--- config.mk ---
export PLATFORM = sky130hd
export DESIGN_NAME = pkt_ready_tracker
export DESIGN_NICKNAME = d
export VERILOG_FILES = /design/src/rtl/pkt_trk_pkg.sv /design/src/rtl/pkt_mark_filter.sv /design/src/rtl/pkt_q_counter.sv /design/src/rtl/pkt_ready_tracker.sv
export SDC_FILE = /design/constraint.sdc
export NUM_CORES = 1
export LEC_CHECK = 0
export ABC_AREA = 1
export BUFFER_PORTS_ARGS = -buffer_cell sky130_fd_sc_hd__buf_4
export CAP_MARGIN = 40
export CORE_ASPECT_RATIO = 1.75
export CORE_MARGIN = 3
export CORE_UTILIZATION = 62
export CTS_BUF_LIST = sky130_fd_sc_hd__clkbuf_16
export CTS_CLUSTER_SIZE = 16
export DETAILED_ROUTE_END_ITERATION = 10
export GPL_TIMING_DRIVEN = 0
export PLACE_DENSITY_LB_ADDON = 0.25
export SETUP_SLACK_MARGIN = 0.3
export SYNTH_ARGS = -nofsm -noshare
export SYNTH_HDL_FRONTEND = slang
export SYNTH_SLANG_ARGS = --single-unit
--- constraint.sdc ---
create_clock -name clk -period 2.95 [get_ports clk]
set_input_delay 0.4425 -clock clk [delete_from_list [all_inputs] [get_ports clk]]
set_output_delay 0.4425 -clock clk [all_outputs]
set_load 0.01 [all_outputs]
--- src/rtl/pkt_trk_pkg.sv ---
package pkt_trk_pkg;
  // positions inside the two-bit marker field (word bits 35:34)
  localparam int MARK_EOP = 1;
  localparam int MARK_SOP = 0;
  localparam int MARK_W   = 2;
endpackage

--- src/rtl/pkt_mark_filter.sv ---
module pkt_mark_filter #(
  parameter int NUM_Q = 4,
  parameter int QW    = 2
) (
  input  logic             clk,
  input  logic             rst_n,
  input  logic             en,
  input  logic [QW-1:0]    q,
  input  logic             sop,
  input  logic             eop,
  input  logic [NUM_Q-1:0] clr,
  output logic [NUM_Q-1:0] done
);
  logic [NUM_Q-1:0] open_q;
  logic [NUM_Q-1:0] open_d;
  logic [NUM_Q-1:0] open_en;
  logic [NUM_Q-1:0] hit;

  for (genvar i = 0; i < NUM_Q; i++) begin : g_q
    assign hit[i] = en && (q == QW'(i));

    // completion: end marker closing a packet opened earlier or on this word
    assign done[i] = hit[i] && eop && (sop || open_q[i]);

    always_comb begin
      open_en[i] = clr[i] || hit[i];
      open_d[i]  = open_q[i];
      if (clr[i])        open_d[i] = 1'b0;
      else if (hit[i]) begin
        if (eop)         open_d[i] = 1'b0;
        else if (sop)    open_d[i] = 1'b1;
      end
    end

    always_ff @(posedge clk or negedge rst_n) begin
      if (!rst_n)          open_q[i] <= 1'b0;
      else if (open_en[i]) open_q[i] <= open_d[i];
    end

    // an end marker always leaves the queue with no open packet
    a_r3_close_on_end: assert property (@(posedge clk) disable iff (!rst_n)
      (hit[i] && eop && !clr[i]) |=> !open_q[i]);
    // a lone start marker opens a packet
    a_r2_open_on_start: assert property (@(posedge clk) disable iff (!rst_n)
      (hit[i] && sop && !eop && !clr[i]) |=> open_q[i]);
    // partial reset drops an open packet
    a_r9_clear_open: assert property (@(posedge clk) disable iff (!rst_n)
      clr[i] |=> !open_q[i]);
  end
endmodule

--- src/rtl/pkt_q_counter.sv ---
module pkt_q_counter #(
  parameter int CNT_W = 8
) (
  input  logic clk,
  input  logic rst_n,
  input  logic inc,
  input  logic dec,
  input  logic clr,
  output logic ready
);
  localparam logic [CNT_W-1:0] CNT_MAX = '1;

  logic [CNT_W-1:0] cnt_q;
  logic [CNT_W-1:0] cnt_d;
  logic             cnt_en;

  always_comb begin
    cnt_en = clr || (inc ^ dec);
    cnt_d  = cnt_q;
    if (clr) begin
      cnt_d = '0;
    end else if (inc && !dec) begin
      if (cnt_q != CNT_MAX) cnt_d = cnt_q + 1'b1;
    end else if (dec && !inc) begin
      if (cnt_q != '0) cnt_d = cnt_q - 1'b1;
    end
  end

  always_ff @(posedge clk or negedge rst_n) begin
    if (!rst_n)      cnt_q <= '0;
    else if (cnt_en) cnt_q <= cnt_d;
  end

  assign ready = (cnt_q != '0);

  a_r2_count_up: assert property (@(posedge clk) disable iff (!rst_n)
    (inc && !dec && !clr && cnt_q != CNT_MAX) |=> cnt_q == $past(cnt_q) + 1'b1);
  a_r5_cancel: assert property (@(posedge clk) disable iff (!rst_n)
    (inc && dec && !clr) |=> $stable(cnt_q));
  a_r6_saturate: assert property (@(posedge clk) disable iff (!rst_n)
    (inc && !dec && !clr && cnt_q == CNT_MAX) |=> cnt_q == CNT_MAX);
  a_r6_no_underflow: assert property (@(posedge clk) disable iff (!rst_n)
    (dec && !inc && !clr && cnt_q == '0) |=> cnt_q == '0);
  a_r9_clear_count: assert property (@(posedge clk) disable iff (!rst_n)
    clr |=> cnt_q == '0);
endmodule

--- src/rtl/pkt_ready_tracker.sv ---
module pkt_ready_tracker
  import pkt_trk_pkg::*;
#(
  parameter int NUM_Q = 4,
  parameter int CNT_W = 8,
  localparam int QW   = (NUM_Q > 1) ? $clog2(NUM_Q) : 1
) (
  input  logic              clk,
  input  logic              rst_n,
  input  logic              pkt_mode,
  input  logic              wr_en,
  input  logic [QW-1:0]     wr_q,
  input  logic [MARK_W-1:0] wr_mark,
  input  logic              rd_en,
  input  logic [QW-1:0]     rd_q,
  input  logic [MARK_W-1:0] rd_mark,
  input  logic              prst_en,
  input  logic [QW-1:0]     prst_q,
  input  logic [NUM_Q-1:0]  ae_in,
  output logic              rd_pkt_rdy,
  output logic [NUM_Q-1:0]  stat_vec
);
  logic [NUM_Q-1:0] clr_vec;
  logic [NUM_Q-1:0] wr_done;
  logic [NUM_Q-1:0] rd_done;
  logic [NUM_Q-1:0] ready_vec;

  for (genvar i = 0; i < NUM_Q; i++) begin : g_clr
    assign clr_vec[i] = prst_en && (prst_q == QW'(i));
  end

  pkt_mark_filter #(.NUM_Q(NUM_Q), .QW(QW)) u_wr_filt (
    .clk  (clk),
    .rst_n(rst_n),
    .en   (wr_en),
    .q    (wr_q),
    .sop  (wr_mark[MARK_SOP]),
    .eop  (wr_mark[MARK_EOP]),
    .clr  (clr_vec),
    .done (wr_done)
  );

  pkt_mark_filter #(.NUM_Q(NUM_Q), .QW(QW)) u_rd_filt (
    .clk  (clk),
    .rst_n(rst_n),
    .en   (rd_en),
    .q    (rd_q),
    .sop  (rd_mark[MARK_SOP]),
    .eop  (rd_mark[MARK_EOP]),
    .clr  (clr_vec),
    .done (rd_done)
  );

  for (genvar i = 0; i < NUM_Q; i++) begin : g_cnt
    pkt_q_counter #(.CNT_W(CNT_W)) u_cnt (
      .clk  (clk),
      .rst_n(rst_n),
      .inc  (wr_done[i]),
      .dec  (rd_done[i]),
      .clr  (clr_vec[i]),
      .ready(ready_vec[i])
    );
  end

  always_comb begin
    rd_pkt_rdy = pkt_mode && ready_vec[rd_q];
    stat_vec   = pkt_mode ? ready_vec : ae_in;
  end

  // the selected flag and the status bus agree in packet mode
  a_r7_sel_matches_bus: assert property (@(posedge clk) disable iff (!rst_n)
    (pkt_mode && rd_pkt_rdy) |-> stat_vec[rd_q]);
  // an idle queue keeps its flag
  a_r10_idle_stable: assert property (@(posedge clk) disable iff (!rst_n)
    (!wr_en && !rd_en && !prst_en) |=> $stable(ready_vec));
endmodule

# Yosys cells after proc, flatten, opt, wreduce, memory -nomap -nowiden
# Index checks and enable logic that the tools add are counted.
[op_classes]
n_lt_le_gt_ge = 1
n_addsub = 8
n_bitwise = 4
n_reduce_logical = 108
muxes = 43
eq_ne = 17
[op_table]
columns = ["operator", "n"]
rows = [
  ["$mux 8", 20],
  ["$reduce_bool 3->1", 16],
  ["$logic_and 1x1->1", 37],
  ["$add 8x1->8 const B", 4],
  ["$ne 8x8->1 const B", 4],
  ["$reduce_bool 8->1", 4],
  ["$sub 8x1->8 const B", 4],
  ["$reduce_and 3->1", 8],
  ["$mux 1", 21],
  ["$logic_or 1x1->1", 20],
  ["$reduce_and 4->1", 4],
  ["$reduce_bool 2->1", 8],
  ["$eq 2x2->1 const B", 6],
  ["$ne 3x2->1 const B", 4],
  ["$logic_not 1->1", 8],
  ["$eq 2x1->1 const B", 3],
  ["$logic_not 2->1", 3],
  ["$mux 4", 1],
  ["$xor 1x1->1", 4],
  ["$lt 2x3->1 const B", 1],
  ["$bmux 1 s2", 1],
]
[totals]
ff_bits = 40
in_bits = 20
out_inout_bits = 5
wordCells = 193

# Depth between registers and ports, before layout
# Gate-level depths: netlist of run 1.
[logic_depth]
word_depth = 9
ltp_mapped = 15
mapped_depth_nobuf = 15

# Modules after synthesis
# A second synthesis of run 1 with hierarchy kept.
[hier_totals]
hier_cells = 590
hier_area_um2 = 3834.9
[modules_own_cells]
columns = ["module", "area_each_um2", "seq_area_each_um2", "n_inst", "cells_per_inst"]
rows = [
  ["pkt_q_counter (g_cnt[0].u_cnt ...)", 793.3, 200.2, 3, 118],
  ["pkt_q_counter (g_cnt[3].u_cnt)", 769.5, 200.2, 1, 117],
  ["pkt_mark_filter", 281.5, 100.1, 2, 45],
  ["pkt_ready_tracker", 122.6, 0.0, 1, 29],
]

# Worst setup path after synthesis of run 1
# OpenSTA, ideal clock, no wires.
[synth_timing]
kind = "input -> register"
start = "input rd_q[1]"
end = "register g_cnt[0].u_cnt.cnt_q[3]"
t_arrival_ns = 2.152
slack_ns = 0.682
path_buffers = 0
setup_ns = 0.116
required_ns = 2.834
stages = 13
cell_sequence = "inv_1 > nand3_1 > nor2_1 > o21ai_0 > ha_1 > inv_1 > ha_1 > or2_2 > nand2_1 > xor2_1 > nor2_1 > nand2_1 > nand2_1"
[synth_via]
elab_chain_len = 8
word_cells_on_any_way = 15
cone_classes = "eq/ne (1); mux (2); bitwise (1); reduce/logical (11)"
[synth_rtl]
columns = ["item", "line", "text"]
rows = [
  ["start: declaration", "pkt_ready_tracker.sv:15", "input logic [QW-1:0] rd_q,"],
  ["$logic_not 2->1 (*)", "pkt_mark_filter.sv:20", "assign hit[i] = en && (q == QW'(i));"],
  ["$logic_and 1x1->1 (*)", "pkt_mark_filter.sv:20", ""],
  ["$logic_and 1x1->1 (*) (2 in series)", "pkt_mark_filter.sv:23", "assign done[i] = hit[i] && eop && (sop || open_q[i]);"],
  ["$logic_not 1->1", "pkt_q_counter.sv:22", "end else if (inc && !dec) begin"],
  ["$logic_and 1x1->1", "pkt_q_counter.sv:22", ""],
  ["$ne 3x2->1 (no source line), or another cell as far along", "-", ""],
  ["$reduce_and 4->1 (no source line) or $mux 8 (tied branches)", "-", ""],
  ["end signal: assignment", "pkt_q_counter.sv:31", "else if (cnt_en) cnt_q <= cnt_d;"],
  ["end: declaration", "pkt_q_counter.sv:13", "logic [CNT_W-1:0] cnt_q;"],
]
# Every way passes the cells marked *; elsewhere a longest branch is shown, timed or not.
# A chain may end at the register's enable or synchronous reset.

# Worst setup path after layout of run 1
[layout_timing]
start = "input rd_q[0]"
end = "register g_cnt[2].u_cnt.cnt_q[7]"
[layout_via]
elab_chain_len = 8
word_cells_on_any_way = 15
cone_classes = "eq/ne (2); mux (2); bitwise (1); reduce/logical (10)"
[layout_rtl]
columns = ["item", "line"]
rows = [
  ["$eq 2x2->1 (*)", "pkt_mark_filter.sv:20"],
  ["$logic_and 1x1->1 (*)", "pkt_mark_filter.sv:20"],
  ["$logic_and 1x1->1 (*) (2 in series)", "pkt_mark_filter.sv:23"],
  ["$logic_not 1->1", "pkt_q_counter.sv:22"],
  ["$logic_and 1x1->1", "pkt_q_counter.sv:22"],
  ["$ne 3x2->1 (no source line), or another cell as far along", "-"],
  ["$reduce_and 4->1 (no source line) or $mux 8 (tied branches)", "-"],
  ["end signal: assignment", "pkt_q_counter.sv:31"],
  ["end: declaration", "pkt_q_counter.sv:13"],
]
# Marks and branches as above.

==> summary.md, run 1 <==
| Metric | Value |
|---|---|
| Pwr Density | 909 nW/µm² |
| # IOs | 25 |
| RSZ-0062 raised after global routing | false |
| CTS tree | done |
| CTS H-tree depth | 2 |
| Syn nets | between 500 and 600 |
| Row count | 36 |
| Slew Limit Fails | 0 |
| Xor and xnor fraction of the mapped netlist area | 0.0289 |
| Sequential-to-total area share from yosys stat | 0.275 |
| Nets | around 600 |
| Cell area after synthesis | ~3600 µm² |
| Final Hold Viols | 0 |
| Tot Pwr | between 3000 and 4000 µW |
| Critical path class | in -> reg |
| Synth area leader | dfrtp_1 |
| CP max FO | 7 |
| Gpl congestion | between 0.8 and 0.9 |
| CTS Root Cell | clkbuf_16 |
| Fraction of layout cells with a size suffix above 1 | 0.121 |
| LEAKAGE | approximately 0.0022 µW |
| ANT cells | 0 |
| Post-Syn Instances | approximately 530 |
| Tcrit/Tclk final | 0.807 |
| Total gr overflow | 0 |
| Peak supply drop | ~0.62 mV |
| YS warnings | 0 |
| Mean area per synthesized cell | 6.84 µm² |
| First-pass GRT wire length | between 10 and 15 mm |
| Via density | ~5.4 |
| Fill cells | roughly 500 |
| Die Y | approximately 110 µm |
| F_max | between 400 and 500 MHz |
| Final setup vio count | 0 |
| Synthesis-to-layout area growth | 11.3% |
| Die Area | about 7000 µm² |
| Core area | 5630 µm² |
| Status | finished, final reports clean |
| Tot GR Track Use | 0.252 |
| Die X | 63.9 µm |
| Pin count of the biggest net entering global routing | 41 |
| Total of max-cap violations | 0 |
| Post-synthesis simple-gate area fraction | 0.410 |
| Critical Path End Type | flop |
| Synth unique cells | 31 |
| Worst Hold Class | in -> async |
| Antenna violations before repair | 0 |
| Total CTS buffers | 5 |
| Clk sinks | 40 |
| Post-synthesis compound-gate area fraction | 0.0809 |
| Number of synthesized register bits | 40 |
| Crit path launch type | input pin |
| Drt first-iter violations | around 200 |
| Vias in the first global route | ~3300 |
| Drt total wl | about 8 mm |
| DRT Pass-1 Iters | 4 |
| Via count | 3426 |
| Initial Utilization | 0.645 |
| Area contributors post-synth | dfrtp_1 (28%), nand2_1 (16%), ha_1 (9.6%) |
| Hpwl dp | ~6.4 mm |
| DRC | 0 |
| Least-Margin Pin Slew | 0.536 ns |
| WL/cell | between 10 and 15 µm |
| Largest family of logic cells by synthesized area | simple AND/OR/NAND/NOR gates |
| Clock Latency Late Sink | between 0.2 and 0.3 ns |
| Critical path required time | 3.12 ns |
| Crit path time final | 2.38 ns |
| Routed Antenna Nets | 0 |
| Multiplexer share of the synthesized area | 0 |
| Max Clock Skew | between 0.006 and 0.007 ns |
| Buffers added on ports | 24 |
| Clock transition at the registers of the reported paths | roughly 0.060 ns |
| Clock Path Buffers | 2 |
| Fin util | 0.718 |
| Slew headroom | 0.643 |
| Critical path data arrival time | about 2.6 ns |
| Post-Synth Adder-Cell Area | 0.118 |
| R2R setup slack | 0.65 ns |
| Setup TNS | 0 ns |
| Yosys top cell area share | 0.275 |
-- cell usage after synthesis --
cell type / n
a21oi_1: 9
buf_2: 2
buf_6: 1
dfrtp_1: 40
fa_1: 4
ha_1: 28
inv_1: 78
nand2_1: 152
nand2_2: 2
nand2_4: 1
nand3_1: 55
nand3_2: 5
nand3_4: 3
nand3b_1: 11
nand3b_4: 1
nand4_1: 4
nand4_2: 2
nand4_4: 1
nor2_1: 68
nor2_2: 6
nor3_1: 5
o21a_1: 1
o21ai_0: 21
o21ai_1: 2
o21ai_2: 5
o21bai_1: 2
o221a_2: 6
or2_1: 2
or2_2: 2
xnor2_1: 2
xor2_1: 10
-- per-stage QoR --
step / hold WS (ns) / cells / worst slack (ns) / area (µm²)
floorplan: 0.147 / 531 / 0.682 / 3630
global placement: 0.455 / 631 / 0.253 / 3910
detailed placement: 0.463 / 631 / 0.196 / 3910
CTS: 0.156 / 639 / 0.471 / 4050
global route: 0.175 / 639 / 0.325 / 4050
finish: 0.121 / 639 / 0.570 / 4050
-- per-layer routing --
layer | GRT usage | routed length (µm) | vias to the layer above
met5 | 0 | 0 | -
met4 | 0.0850 | 155 | 0
met1 | 0.269 | 3220 | 1591
met2 | 0.497 | 4650 | 53
met3 | 0.0261 | 169 | 14
li1 | - | - | 1768
-- logic make-up after synthesis --
group                    count (synthesis)
AO/OA/AOI/OAI                           46
XOR/XNOR                                12
adder cells (fa/ha/maj)                 32
buffers and inverters                   81
flip-flops                              40
AND/OR/NAND/NOR                        320
-- worst max-delay path, stage by stage --
cell	delay, ns
buf_4	0.13
inv_1	0.10
nand3_1	0.15
nor2_1	0.12
o21ai_0	0.11
ha_1	0.27
inv_2	0.17
ha_1	0.28
or2_2	0.33
nand3_1	0.11
nand2_1	0.06
nand2_1	0.07
nand2_1	0.04
nor2_1	0.11
nor2_1	0.06
-- what timing repair did --
| item | 4_1_cts | 5_1_grt |
|---|---|---|
| setup endpoints to repair | 0 | 4 |
| hold buffers | 0 | 0 |
| setup buffers | 0 | 0 |
| resized for setup | 0 | 2 |
-- state kept, by name (all words and copies together), names as in the netlist --
| name | flops |
|---|---|
| g_cnt.u_cnt.cnt_q | 32 |
| u_rd_filt.open_q | 4 |
| u_wr_filt.open_q | 4 |
-- path summary, 6_finish.rpt --
path	start	endpoint	depth (start not counted)
hold reg to reg	g_cnt[3].u_cnt.cnt_q[0]	g_cnt[3].u_cnt.cnt_q[0]	1
setup reg to reg	u_rd_filt.open_q[0]	g_cnt[0].u_cnt.cnt_q[7]	11
min in group clk	g_cnt[3].u_cnt.cnt_q[0]	g_cnt[3].u_cnt.cnt_q[0]	1
hold / removal	rst_n	g_cnt[0].u_cnt.cnt_q[3]	1
setup / recovery	rd_q[0]	g_cnt[2].u_cnt.cnt_q[7]	15
max in group asynchronous	rst_n	g_cnt[1].u_cnt.cnt_q[4]	1
-- power breakdown --
group          internal (µW)  switching, µW  total (µW)
Sequential               731            214         945
Combinational            892           1310        2210
Clock                    305            220         525
Total                   1930           1750        3680
-- cells in the final DEF, fill, tap and decap left out, types with 2 or more instances in the layout --
cell type / Yosys / layout
nor3_1: 5 / 5
o21ai_2: 5 / 5
inv_1: 78 / 78
or2_2: 2 / 2
o21ai_0: 21 / 21
nor2_1: 68 / 68
nand3b_1: 11 / 11
nand2_1: 152 / 152
nand3_1: 55 / 55
inv_2: 0 / 2
ha_1: 28 / 28
nand4_2: 2 / 2
clkbuf_16: 0 / 5
o21ai_1: 2 / 2
nand4_1: 4 / 4
nand3_2: 5 / 5
buf_4: 0 / 24
o221a_2: 6 / 6
dfrtp_1: 40 / 40
nor2_2: 6 / 6
xor2_1: 10 / 10
xnor2_1: 2 / 2
a21oi_1: 9 / 9
nand3_4: 3 / 3
buf_2: 2 / 2
or2_1: 2 / 2
o21bai_1: 2 / 2
nand2_2: 2 / 2
fa_1: 4 / 4
-- layout make-up --
type,count,area [µm²],area share
sequential,40,1000,0.247
timing repair buffer,24,180,0.0445
tap,76,95.1,0.0235
inverter,78,293,0.0724
multi-input combinational,410,2320,0.573
buffer,3,21.3,0.00526
clock buffer,5,125,0.0309
clock inverter,3,11.3,0.00278
No activity file was read; power rests on OpenSTA's default activity.
==> run 2: changes to the inputs <==
==> constraint.sdc (replaced) <==
create_clock -name clk -period 2.5 [get_ports clk]
set_input_delay 0.375 -clock clk [delete_from_list [all_inputs] [get_ports clk]]
set_output_delay 0.375 -clock clk [all_outputs]
set_load 0.01 [all_outputs]
==> run 2 against run 1 <==
Effect of this change: sequential cell count did not move; critical path depth fell by 1; first-iteration DRC count rose by 5.0%; critical endpoint is now g_cnt[1].u_cnt.cnt_q[7]; largest cell class unchanged.
==> summary.md, run 2 (synthesis gave the netlist of run 1 again) <==
| Metric | Value |
|---|---|
| R2R setup slack | 0.23 ns |
| CP max FO | 7 |
| Reg2Reg Depth | 13 |
| DRC | 0 |
| Clock Latency Late Sink | approximately 0.29 ns |
| Die Y | about 110 µm |
| Biggest regs | g_cnt.u_cnt.cnt_q x32, u_rd_filt.open_q x4, u_wr_filt.open_q x4 |
| Row count | 36 |
| Largest register FFs | 32 |
| Post-Place Worst Slack | -0.135 ns |
| Crit path launch type | input pin |
| Worst path slowest cell | nor3_2 |
| Slew headroom | 0.646 |
| Most flops, register | g_cnt.u_cnt.cnt_q |
| Max Clock Skew | between 0.005 and 0.006 ns |
| Seq pwr share | 0.248 |
| Clock Path Buffers | 2 |
| # IOs | 25 |
| Critical R2R Capture | g_cnt[1].u_cnt.cnt_q[7] |
| CTS Root Cell | clkbuf_16 |
| Clk sinks | 40 |
| Least-Margin Pin Slew | between 0.5 and 0.6 ns |
| Most used cell, CP | nand2_1 |
| Final setup vio count | 0 |
| Final Hold Viols | 0 |
| CP bufs+invs | 4 |
| Total of max-cap violations | 0 |
| Gpl congestion | just over 0.8 |
| Critical path class | in -> reg |
| Pin count of the biggest net entering global routing | 41 |
| Die Area | just under 7000 µm² |
| Total CTS buffers | 5 |
| Tcrit/Tclk final | 0.925 |
| CTS tree | done |
| Pwr Density | 1070 nW/µm² |
| Placed Area | about 4000 µm² |
| Routed Antenna Nets | 0 |
| CP top delay family | simple AND/OR/NAND/NOR gates |
| DRT Pass-1 Iters | 4 |
| Switch Pwr | ~2200 µW |
| ANT cells | 0 |
| Crit path time final | 2.31 ns |
| Status | finished, final reports clean |
| WL/cell | roughly 14 µm |
| Tot GR Track Use | 0.266 |
| Fraction of layout cells with a size suffix above 1 | 0.184 |
| Cell-internal power | 2460 µW |
| Fin cells | between 600 and 700 |
| First-pass GRT wire length | ~15 mm |
| Slew Limit Fails | 0 |
| Hpwl dp | approximately 6.4 mm |
| Drt total wl | roughly 9.0 mm |
| Hold_buf cts | 0 |
| Via density | around 5.5 |
| Die X | 63.9 µm |
| Via count | about 3600 |
| Total gr overflow | 0 |
| Cell-by-cell trace of the critical path | buf_4 > clkinvlp_4 > nor3_2 > ha_2 > clkinvlp_4 > buf_4 > ha_4 > nand2_1 > nor2_1 > nand3_1 > nand3b_1 > nand2_1 > nand2_1 > nand2_1 |
| F_max | between 400 and 500 MHz |
| Placed cells | around 630 |
| Drt first-iter violations | roughly 210 |
| Slack of the critical path | ~0.19 ns |
| Antenna violations before repair | 0 |
| Critical Path End Type | flop |
| CTS H-tree depth | 2 |
| Tot Pwr | 4630 µW |
| Core area | ~5600 µm² |
| Worst Hold Class | in -> async |
| Final Cell Area | 4320 µm² |
| Worst R2R Start | u_wr_filt.open_q[1] |
| Vias in the first global route | 3481 |
| Sw frac | 0.468 |
| Crit. Startpoint | wr_mark[1] |
| Initial Utilization | 0.645 |
| Clock transition at the registers of the reported paths | about 0.06 ns |
| LEAKAGE | between 0.002 and 0.0025 µW |
| Most common library cell in the layout ignoring fill and taps | nand2_1 |
| RSZ-0062 raised after global routing | true |
| Synthesis-to-layout area growth | 19.0% |
| Peak supply drop | between 0.7 and 0.8 mV |
| Nets | between 600 and 700 |
| Largest stage delay, worst path | 0.29 ns |
| Commonest cells after routing, fill and taps aside | nand2_1 (152), inv_1 (70), nor2_1 (67) |
| Critical path required time | around 2.7 ns |
| Clock network power share | 0.159 |
| Comb pwr share | 0.593 |
| Hold Slack | just under 0.06 ns |
| Buffers added on ports | 24 |
| Critical path data arrival time | 2.48 ns |
[run 2: cell count changes in the layout (fill, tap and decap cells not counted), moves of 7 or more]
cell,previous run,this run
buf_4,24,31
ha_4,0,10
ha_1,28,15
inv_1,78,70
[run 2: what timing repair did]
| item | CTS | global route |
|---|---|---|
| resized for setup | 8 | 31 |
| setup buffers | 1 | 6 |
| pin swaps | 1 | 2 |
| setup endpoints to repair | 14 | 18 |
[run 2: worst max-delay path by stage]
stage | end | slack [ns] | cells past startpoint
after floorplan | g_cnt[2].u_cnt.cnt_q[5] | 0.30 | 14
after global placement | g_cnt[2].u_cnt.cnt_q[5] | -0.12 | 15
after detailed placement | g_cnt[2].u_cnt.cnt_q[5] | -0.14 | 15
after CTS | g_cnt[0].u_cnt.cnt_q[7] | 0.32 | 12
after global routing | g_cnt[1].u_cnt.cnt_q[7] | 0.12 | 15
final | g_cnt[1].u_cnt.cnt_q[7] | 0.19 | 14
[run 2: routing by layer]
metal  vias up  global-route usage  wire, µm
met5         -                   0         0
met4         0              0.0989       212
met3        19              0.0272       158
met2        50               0.520      5170
met1      1731               0.283      3450
li1       1783                   -         -
[run 2: through the flow]
step / util / setup TNS [ns]
2_1_floorplan: - / 0
3_3_place_gp: 0.694 / -0.368
3_5_place_dp: 0.694 / -0.781
4_1_cts: 0.727 / 0
5_1_grt: 0.768 / 0
6_report: 0.768 / 0
[run 2: final cells by class]
class	instances	area, µm²
Buffer	3	21.3
Sequential cell	40	1000
Fill cell	427	1310
Clock inverter	3	37.5
Multi-Input combinational cell	410	2500
Inverter	78	312
Tap cell	76	95.1
Timing Repair Buffer	31	233
Clock buffer	5	125
[run 2: power by group through the flow]
stage,registers (µW),clock network [µW],logic [µW]
after floorplan,1050,0,2090
after global placement,1110,0,2490
after detailed placement,1120,0,2580
after CTS,1110,734,2610
after global routing,1180,755,3150
final,1150,734,2750
==> run 3: changes to the inputs <==
--- a/config.mk
+++ b/config.mk
@@ -8,9 +8,11 @@
 export ABC_AREA = 1
 export BUFFER_PORTS_ARGS = -buffer_cell sky130_fd_sc_hd__buf_4
 export CAP_MARGIN = 40
+export CELL_PAD_IN_SITES_DETAIL_PLACEMENT = 2
+export CELL_PAD_IN_SITES_GLOBAL_PLACEMENT = 2
 export CORE_ASPECT_RATIO = 1.75
-export CORE_MARGIN = 3
-export CORE_UTILIZATION = 62
+export CORE_MARGIN = 5
+export CORE_UTILIZATION = 35
 export CTS_BUF_LIST = sky130_fd_sc_hd__clkbuf_16
 export CTS_CLUSTER_SIZE = 16
 export DETAILED_ROUTE_END_ITERATION = 10
==> run 3 against run 2 <==
Effect of this change: critical path depth is 2 lower; global-route usage is 5.8 points lower; routed wire length is 46% higher; die area is 84% higher; maximum frequency is 4.3% higher; final cell count is 8.8% higher; clock-buffer cell count stayed put; register-to-register slack better by 0.05 ns; sequential power is 3% higher; setup slack better by 0.095 ns; critical path type is now reg -> reg; largest power group unchanged.
==> summary.md, run 3 (synthesis gave the netlist of run 1 again) <==
| Metric | Value |
|---|---|
| Status | finished, final reports clean |
| Post-Place Worst Slack | -0.290 ns |
| Biggest regs | g_cnt.u_cnt.cnt_q x32, u_rd_filt.open_q x4, u_wr_filt.open_q x4 |
| LEAKAGE | ~0.0023 µW |
| Hold Slack | 0.0688 ns |
| # IOs | 25 |
| F_max | approximately 450 MHz |
| Tot Pwr | approximately 5200 µW |
| Worst Hold Class | in -> async |
| Tcrit/Tclk final | 0.888 |
| Initial Utilization | 0.355 |
| DRT Pass-1 Iters | 4 |
| ANT cells | 0 |
| Clock Path Buffers | 2 |
| Worst R2R Start | u_wr_filt.open_q[1] |
| Sw frac | 0.489 |
| Slew headroom | 0.615 |
| Hpwl dp | 9.41 mm |
| Least-Margin Pin Slew | 0.577 ns |
| Crit. Startpoint | u_wr_filt.open_q[1] |
| Pwr Density | about 1100 nW/µm² |
| Max Clock Skew | 0.00420 ns |
| Drt first-iter violations | 78 |
| Clock network power share | 0.145 |
| DRC | 0 |
| Largest register FFs | 32 |
| Core area | between 10000 and 15000 µm² |
| Total of max-cap violations | 0 |
| Die X | roughly 87 µm |
| Critical path class | reg -> reg |
| CP top delay family | simple AND/OR/NAND/NOR gates |
| Clock transition at the registers of the reported paths | roughly 0.06 ns |
| CTS H-tree depth | 2 |
| Critical Path End Type | flop |
| Commonest cells after routing, fill and taps aside | nand2_1 (142), inv_1 (69), nor2_1 (63) |
| Via count | between 3000 and 4000 |
| Die Y | 145 µm |
| Routed Antenna Nets | 0 |
| Comb pwr share | 0.624 |
| Setup TNS | 0 ns |
| Pin count of the biggest net entering global routing | between 40 and 50 |
| Via density | between 5 and 6 |
| WL/cell | roughly 19 µm |
| Peak supply drop | between 0.4 and 0.5 mV |
| Most flops, register | g_cnt.u_cnt.cnt_q |
| CTS Root Cell | clkbuf_16 |
| Vias in the first global route | ~4300 |
| Seq pwr share | 0.230 |
| CTS tree | done |
| Cell-internal power | 2640 µW |
| Largest stage delay, worst path | 0.37 ns |
| Cell-by-cell trace of the critical path | nor2_1 > nor3_1 > ha_2 > clkinv_4 > ha_4 > or2_1 > nand3_2 > nand2_1 > nand2_1 > nand2_1 > nand2_1 > nand2_1 |
| Most common library cell in the layout ignoring fill and taps | nand2_1 |
| Row count | roughly 50 |
| Fin cells | 703 |
| Final setup vio count | 0 |
| Slack of the critical path | between 0.2 and 0.3 ns |
| Clock Latency Late Sink | just under 0.3 ns |
| Critical path data arrival time | about 2.4 ns |
| Slew Limit Fails | 0 |
| Synthesis-to-layout area growth | 28.0% |
| Nets | 627 |
| Crit path time final | between 2 and 2.5 ns |
| Total gr overflow | 0 |
| Total CTS buffers | 5 |
| Tot GR Track Use | 0.208 |
| Final Hold Viols | 0 |
| Most used cell, CP | nand2_1 |
| Antenna violations before repair | 0 |
| Worst path slowest cell | dfrtp_1 |
| CP max FO | 7 |
| RSZ-0062 raised after global routing | true |
| First-pass GRT wire length | roughly 21 mm |
| Switch Pwr | 2530 µW |
| Crit path launch type | flop |
| Critical path required time | between 2 and 3 ns |
| Clk sinks | 40 |
| Die Area | ~13000 µm² |
| Hold_buf cts | 0 |
| Buffers added on ports | 24 |
| Placed cells | between 600 and 700 |
| Drt total wl | approximately 13 mm |
| CP bufs+invs | 1 |
| Fraction of layout cells with a size suffix above 1 | 0.253 |
| Gpl congestion | 0.781 |
-- run 3: power groups by stage --
stage          registers (µW)  logic, µW  clock network, µW
6_report                 1190       3230                750
5_1_grt                  1220       3670                789
4_1_cts                  1150       2910                770
3_5_place_dp             1140       2830                  0
3_3_place_gp             1120       2610                  0
2_1_floorplan            1050       2090                  0
-- run 3: worst register-to-register path, delay by kind of cell (launching register included) --
family | cells | cell delay [ns]
flip-flops | 1 | 0.37
buffers and inverters | 1 | 0.15
adder cells (fa/ha/maj) | 2 | 0.58
AND/OR/NAND/NOR | 9 | 1.00
-- run 3: path summary, 6_finish.rpt --
check	end	slack (ns)	depth (start not counted)
setup / recovery	g_cnt[1].u_cnt.cnt_q[7]	0.28	12
hold / removal	g_cnt[3].u_cnt.cnt_q[2]	0.07	1
setup reg to reg	g_cnt[1].u_cnt.cnt_q[7]	0.28	12
hold reg to reg	u_rd_filt.open_q[1]	0.58	1
max in group asynchronous	g_cnt[2].u_cnt.cnt_q[5]	2.02	1
min in group clk	u_rd_filt.open_q[0]	0.52	3
-- run 3: layout make-up --
| cell class | instances | area, µm² |
|---|---|---|
| clock buffer | 5 | 125 |
| fill | 1193 | 5590 |
| multi-input combinational | 410 | 2690 |
| inverter | 78 | 313 |
| timing repair buffer | 37 | 297 |
| buffer | 3 | 21.3 |
| sequential | 40 | 1000 |
| tap | 127 | 159 |
| clock inverter | 3 | 42.5 |
-- run 3: metrics by stage --
step | instance area [µm²] | util
final | 4650 | 0.454
after global routing | 4650 | 0.454
after CTS | 4280 | 0.418
after detailed placement | 3970 | 0.388
after global placement | 3970 | 0.388
after floorplan | 3630 | -
-- run 3: per-layer routing --
metal	wire length, µm	track usage
met4	344	0.0550
met1	4610	0.199
met5	0	0
met2	7920	0.450
met3	242	0.0170
-- run 3: what timing repair did --
| action | 4_1_cts | 5_1_grt |
|---|---|---|
| gates resized for setup | 23 | 64 |
| setup buffers | 6 | 7 |
| setup endpoints to repair | 19 | 15 |
| pin swaps | 4 | 21 |
